--- src/rtl/bsram_cycle_pkg.sv ---
package bsram_cycle_pkg;
  localparam int unsigned KIND_W = 3;

  typedef enum logic [KIND_W-1:0] {
    KIND_DESEL    = 3'd0,
    KIND_BEGIN_RD = 3'd1,
    KIND_BEGIN_WR = 3'd2,
    KIND_CONT_ADV = 3'd3,
    KIND_CONT_HLD = 3'd4
  } cyc_kind_e;

  typedef struct packed {
    logic desel;
    logic begin_rd;
    logic begin_wr;
    logic cont;
    logic adv;
  } cyc_dec_t;
endpackage

--- src/rtl/bsram_cycle_decode.sv ---
module bsram_cycle_decode
  import bsram_cycle_pkg::*;
(
  input  logic      adsp_n,
  input  logic      adsc_n,
  input  logic      ce_n,
  input  logic      cs_hi,
  input  logic      cs_lo_n,
  input  logic      adv_n,
  input  logic      wr_req,
  output cyc_dec_t  dec,
  output cyc_kind_e kind
);
  logic selected;
  logic proc_start;
  logic ctrl_start;
  logic any_start;

  always_comb begin
    selected   = ~ce_n & cs_hi & ~cs_lo_n;
    proc_start = ~adsp_n & ~ce_n;
    ctrl_start = ~adsc_n;
    any_start  = proc_start | ctrl_start;

    dec.desel    = any_start & ~selected;
    dec.begin_rd = selected & (proc_start | (ctrl_start & ~wr_req));
    dec.begin_wr = selected & ~proc_start & ctrl_start & wr_req;
    dec.cont     = ~any_start;
    dec.adv      = ~any_start & ~adv_n;

    if (dec.desel)         kind = KIND_DESEL;
    else if (dec.begin_rd) kind = KIND_BEGIN_RD;
    else if (dec.begin_wr) kind = KIND_BEGIN_WR;
    else if (dec.adv)      kind = KIND_CONT_ADV;
    else                   kind = KIND_CONT_HLD;
  end
endmodule

--- src/rtl/bsram_burst_state.sv ---
module bsram_burst_state
  import bsram_cycle_pkg::*;
(
  input  logic     clk,
  input  logic     rst_n,
  input  logic     sleep,
  input  logic     wr_req,
  input  cyc_dec_t dec,
  output logic     rd_cyc,
  output logic     wr_cyc,
  output logic     addr_load,
  output logic     addr_adv,
  output logic     mem_rd_en,
  output logic     mem_wr_en
);
  logic open_q;
  logic open_d;
  logic open_en;

  always_comb begin
    rd_cyc = dec.begin_rd | (dec.cont & open_q & ~wr_req);
    wr_cyc = dec.begin_wr | (dec.cont & open_q & wr_req);

    addr_load = ~sleep & (dec.begin_rd | dec.begin_wr);
    addr_adv  = ~sleep & dec.adv & open_q;
    mem_rd_en = ~sleep & rd_cyc;
    mem_wr_en = ~sleep & wr_cyc;

    open_en = ~sleep;
    if (dec.desel)                        open_d = 1'b0;
    else if (dec.begin_rd | dec.begin_wr) open_d = 1'b1;
    else                                  open_d = open_q;
  end

  always_ff @(posedge clk or negedge rst_n) begin
    if (!rst_n)       open_q <= 1'b0;
    else if (open_en) open_q <= open_d;
  end
endmodule

--- src/rtl/bsram_out_pipe.sv ---
module bsram_out_pipe (
  input  logic clk,
  input  logic rst_n,
  input  logic sleep,
  input  logic rd_cyc,
  input  logic wr_cyc,
  input  logic oe_n,
  output logic out_drv_en
);
  logic rd_pend_q;
  logic rd_pend_d;
  logic pend_en;

  always_comb begin
    pend_en    = ~sleep;
    rd_pend_d  = rd_cyc;
    out_drv_en = rd_pend_q & ~sleep & ~oe_n & ~wr_cyc;
  end

  always_ff @(posedge clk or negedge rst_n) begin
    if (!rst_n)       rd_pend_q <= 1'b0;
    else if (pend_en) rd_pend_q <= rd_pend_d;
  end
endmodule

--- src/rtl/bsram_cycle_ctrl.sv ---
module bsram_cycle_ctrl
  import bsram_cycle_pkg::*;
#(
  parameter int unsigned RST_SYNC_STAGES = 2
) (
  input  logic              clk,
  input  logic              rst_n,
  input  logic              adsp_n,
  input  logic              adsc_n,
  input  logic              ce_n,
  input  logic              cs_hi,
  input  logic              cs_lo_n,
  input  logic              adv_n,
  input  logic              wr_req,
  input  logic              oe_n,
  input  logic              sleep,
  output logic              addr_load,
  output logic              addr_adv,
  output logic              mem_rd_en,
  output logic              mem_wr_en,
  output logic              out_drv_en,
  output logic [KIND_W-1:0] cyc_kind
);
  logic [RST_SYNC_STAGES-1:0] rst_sync_q;
  logic                       rst_core_n;
  cyc_dec_t                   dec;
  cyc_kind_e                  kind;
  logic                       rd_cyc;
  logic                       wr_cyc;

  always_ff @(posedge clk or negedge rst_n) begin
    if (!rst_n) rst_sync_q <= '0;
    else        rst_sync_q <= {rst_sync_q[RST_SYNC_STAGES-2:0], 1'b1};
  end
  assign rst_core_n = rst_sync_q[RST_SYNC_STAGES-1];

  bsram_cycle_decode u_decode (
    .adsp_n (adsp_n),
    .adsc_n (adsc_n),
    .ce_n   (ce_n),
    .cs_hi  (cs_hi),
    .cs_lo_n(cs_lo_n),
    .adv_n  (adv_n),
    .wr_req (wr_req),
    .dec    (dec),
    .kind   (kind)
  );

  bsram_burst_state u_state (
    .clk      (clk),
    .rst_n    (rst_core_n),
    .sleep    (sleep),
    .wr_req   (wr_req),
    .dec      (dec),
    .rd_cyc   (rd_cyc),
    .wr_cyc   (wr_cyc),
    .addr_load(addr_load),
    .addr_adv (addr_adv),
    .mem_rd_en(mem_rd_en),
    .mem_wr_en(mem_wr_en)
  );

  bsram_out_pipe u_pipe (
    .clk       (clk),
    .rst_n     (rst_core_n),
    .sleep     (sleep),
    .rd_cyc    (rd_cyc),
    .wr_cyc    (wr_cyc),
    .oe_n      (oe_n),
    .out_drv_en(out_drv_en)
  );

  assign cyc_kind = kind;
endmodule

--- config.mk ---
export PLATFORM = sky130hd
export DESIGN_NAME = bsram_cycle_ctrl
export DESIGN_NICKNAME = d
export VERILOG_FILES = /design/src/rtl/bsram_cycle_pkg.sv /design/src/rtl/bsram_cycle_decode.sv /design/src/rtl/bsram_burst_state.sv /design/src/rtl/bsram_out_pipe.sv /design/src/rtl/bsram_cycle_ctrl.sv
export SDC_FILE = /design/constraint.sdc
export NUM_CORES = 1
export LEC_CHECK = 0
export BUFFER_PORTS_ARGS = -buffer_cell sky130_fd_sc_hd__buf_2
export CAP_MARGIN = 30
export CORE_AREA = 2 2 39 41
export CTS_CLUSTER_SIZE = 24
export DETAILED_ROUTE_END_ITERATION = 10
export DIE_AREA = 0 0 41 43
export GPL_TIMING_DRIVEN = 0
export PLACE_DENSITY = 0.53
export SYNTH_ARGS = -nofsm -noshare
export SYNTH_HDL_FRONTEND = slang
export SYNTH_SLANG_ARGS = --single-unit
--- constraint.sdc ---
create_clock -name clk -period 1.51 [get_ports clk]
set_input_delay 0.302 -clock clk [delete_from_list [all_inputs] [get_ports clk]]
set_output_delay 0.302 -clock clk [all_outputs]
set_load 0.02 [all_outputs]
==> impl_metrics.tcl <==
set metrics [dict create \
    net_count_of_the_mapped_netlist 39 \
    standard_cell_core_area_um2 1380 \
    utilization 0.377 \
    async_reset_ff_frac 1.00 \
    setup_viol_count_final 5 \
    fin_setup_tns_ns -0.418 \
    cp_data_required_time_ns 1.21 \
    grt_start_max_net_pins 8 \
    fin_total_pwr_w 0.000345 \
    tritoncts_num_sinks 4 \
    cpPeakStageDelay_ns 0.38 \
    status "complete, but fails checks" \
    wire_length_of_the_first_global_routing_pass_um 1010 \
    cts_inserted_buffers 3 \
    slowest_stage "sky130_fd_sc_hd__dfrtp_1" \
    dieWidth_um 41 \
    crit_path_cell_trace "o211ai_4 > buf_4 > a2bb2oi_2 > nor2_1 > buf_4" \
    routed_via_density 4.44 \
    drive_above_1_share 0.635 \
    post_drt_antenna_nets 0 \
    layout_setup_ws_ns -0.120 \
    cts_root_buf "sky130_fd_sc_hd__clkbuf_4" \
    final.period_utilization 1.08 \
    hpwlAfterDp_um 537 \
    critical_path.max_fanout 2 \
    routabilityCongestion 0.629 \
    first_global_vias 239 \
    switchingPower_w 0.0000964 \
    fillerInstances 159 \
    power.sequential.fraction 0.343 \
    initial_utilization 0.198 \
    core.rowCount 14 \
    setup_slack_at_placement_ns -0.214 \
    timing.fmax_mhz 613 \
    cp-start-kind "flop" \
    cts_tree "done" \
    clkSlewWorstSetupHoldPaths_ns 0.04 \
    yosys_warnings 0 \
    total_routing_usage_reported_by_global_routing 0.0838 \
    wl_um 781 \
    area_growth_pct 90.4 \
    power.static_leakage_nw 0.241 \
    power.share.combinational 0.287 \
    violations "setup timing" \
    initial_antenna_violation_count 0 \
    grt.overflow.total 0 \
    max-vdd-ir-drop_uv 446 \
    finalClockSkew_ns 0.000283 \
    count_of_unresolved_drc_violations_after_routing 0 \
    detail_route.first_pass.iterations 2 \
    io_pins 19 \
    worstSetupPathType "flop to output pin" \
    power_per_cell_area_nw_per_um2 661 \
    drtIter0Drc 2 \
    maxCapViolations 0 \
    arrival_time_of_the_worst_setup_path_ns 1.33 \
    postSynthCellCount 28 \
    setup.worst_path.end_class "output pin" \
    p_int_w 0.000249 \
    ys_dominant_reg_cell "sky130_fd_sc_hd__dfrtp_1" \
    htreeDepth 1 \
    p_sw_frac 0.279 \
    vias 302 \
    die-height_um 43 \
    nets 65 \
    synth.lib_cells_used.distinct 20 \
    hold_path.class "flop to asynchronous set/reset pin" \
    clk_latency_ns 0.23 \
    synth.ff_latch_count 4 \
    final_hold_violating_endpoints 0 \
    die_area_um2 1760 \
    slew_violations 0 \
    finalCriticalPeriod_ns 1.63 \
    yosysSeqAreaShare 0.365 \
    synth_area_um2 274 \
    worst_path_most_repeated_cell "sky130_fd_sc_hd__buf_4" \
    syn_avg_cell_area_um2 9.79 \
    port_buffers 18 \
    setup_repair_after_global_routing_missed_its_margin "yes" \
    cts.path.max_buffers 2 \
    final_routed_wire_length_divided_by_cell_count_um 11.5 \
    synth-edff-count 0 \
    clock_power_share 0.370 \
    insertedDiodeCount 0 \
]
==> power by group through the flow <==
stage	combinational (W)	clock (W)	sequential (W)
after detailed placement	0.0000781	0	0.000119
after global placement	0.0000775	0	0.000119
after CTS	0.0000877	0.000135	0.000118
final	0.0000989	0.000128	0.000118
after global routing	0.000107	0.000140	0.000119
after floorplan	0.0000411	0	0.000118
==> placed cells by master (no fill, tap or decap) <==
| master | instances |
|---|---|
| sky130_fd_sc_hd__o32ai_2 | 1 |
| sky130_fd_sc_hd__dfrtp_1 | 4 |
| sky130_fd_sc_hd__mux2i_1 | 1 |
| sky130_fd_sc_hd__or2b_4 | 1 |
| sky130_fd_sc_hd__inv_1 | 3 |
| sky130_fd_sc_hd__a21o_1 | 1 |
| sky130_fd_sc_hd__o21ai_4 | 1 |
| sky130_fd_sc_hd__dlygate4sd3_1 | 1 |
| sky130_fd_sc_hd__conb_1 | 1 |
| sky130_fd_sc_hd__nand2b_1 | 1 |
| sky130_fd_sc_hd__or3b_4 | 1 |
| sky130_fd_sc_hd__buf_6 | 5 |
| sky130_fd_sc_hd__a2111oi_2 | 1 |
| sky130_fd_sc_hd__nor3b_4 | 1 |
| sky130_fd_sc_hd__nand2_1 | 1 |
| sky130_fd_sc_hd__o211ai_4 | 1 |
| sky130_fd_sc_hd__nor2_1 | 2 |
| sky130_fd_sc_hd__o21ai_0 | 1 |
| sky130_fd_sc_hd__nor3b_1 | 1 |
| sky130_fd_sc_hd__o21ai_1 | 2 |
| sky130_fd_sc_hd__clkbuf_4 | 3 |
| sky130_fd_sc_hd__a2bb2oi_2 | 1 |
| sky130_fd_sc_hd__nor3_2 | 1 |
| sky130_fd_sc_hd__a211oi_4 | 1 |
| sky130_fd_sc_hd__buf_2 | 11 |
| sky130_fd_sc_hd__buf_4 | 4 |
==> worst max-delay path: cells and delay by family (launching register included) <==
family                 cells  cell delay (ns)
DFF                        1             0.38
buffers and inverters      2             0.31
and+or+nand+nor            1             0.15
AOI/OAI and AO/OA          2             0.26
==> repair_timing <==
item | 4_1_cts | 5_1_grt
hold endpoints to repair | 2 | 0
pin swaps | 6 | 2
buffers inserted | 0 | 2
hold buffers | 1 | 0
gates resized for setup | 9 | 7
endpoints found under the setup margin | 4 | 5
==> kinds of logic (layout without fill, tap and decap cells) <==
| group | Yosys count | count (layout) | share of synthesized area |
|---|---|---|---|
| compound gates | 10 | 10 | 0.320 |
| simple gates | 9 | 9 | 0.224 |
| flops | 4 | 4 | 0.365 |
| buf+inv | 3 | 27 | 0.0411 |
| other cells | 1 | 1 | 0.0137 |
| mux | 1 | 1 | 0.0365 |
==> synthesized netlist by cell type, types with 2 or more instances <==
cell type                 n  area (um2)
sky130_fd_sc_hd__nor2_1   2        7.51
sky130_fd_sc_hd__inv_1    3        11.3
sky130_fd_sc_hd__dfrtp_1  4         100
sky130_fd_sc_hd__o21ai_1  3        15.0
==> area by class of cell <==
class                      instances  area, um2  share of cell area
timing repair buffer              21        151               0.290
sequential                         4        100               0.192
clock buffer                       3       22.5              0.0432
multi-input combinational         21        216               0.415
inverter                           3       11.3              0.0216
tap                               16       20.0              0.0384
==> sequential cells by signal, summed over array words and instances (netlist names) <==
signal,flops
u_pipe.rd_pend_q,1
rst_sync_q,2
u_state.open_q,1
==> final timing paths <==
| check | start | end | slack, ns | cells after the start |
|---|---|---|---|---|
| max | u_state.open_q$_DFFE_PN0P_ | mem_rd_en | -0.12 | 5 |
| min | rst_sync_q[1]$_DFF_PN0_ | u_state.open_q$_DFFE_PN0P_ | 0.02 | 0 |
| max reg2reg | u_state.open_q$_DFFE_PN0P_ | u_pipe.rd_pend_q$_DFFE_PN0N_ | 0.48 | 4 |
| min reg2reg | rst_sync_q[1]$_DFF_PN0_ | u_state.open_q$_DFFE_PN0P_ | 0.02 | 0 |
| max in group asynchronous | rst_n | rst_sync_q[0]$_DFF_PN0_ | 1.03 | 2 |
| min in group clk | rst_sync_q[0]$_DFF_PN0_ | rst_sync_q[1]$_DFF_PN0_ | 0.35 | 0 |
==> routing by layer <==
| metal | GRT usage | part of all wire | up-vias |
|---|---|---|---|
| li1 | - | - | 149 |
| met1 | 0.0984 | 0.39 | 143 |
| met2 | 0.128 | 0.55 | 10 |
| met3 | 0.0157 | 0.058 | 0 |
| met4 | 0.0600 | 0 | 0 |
| met5 | 0 | 0 | - |
==> per-stage QoR <==
step                      area, um2  hold WS, ns  cells
after floorplan                 297      0.00641     28
after global placement          407       0.0200     62
after detailed placement        407       0.0206     62
final                           522       0.0209     68
after CTS                       474       0.0216     66
after global routing            522       0.0294     68
Power figures use the tool's default switching activity.
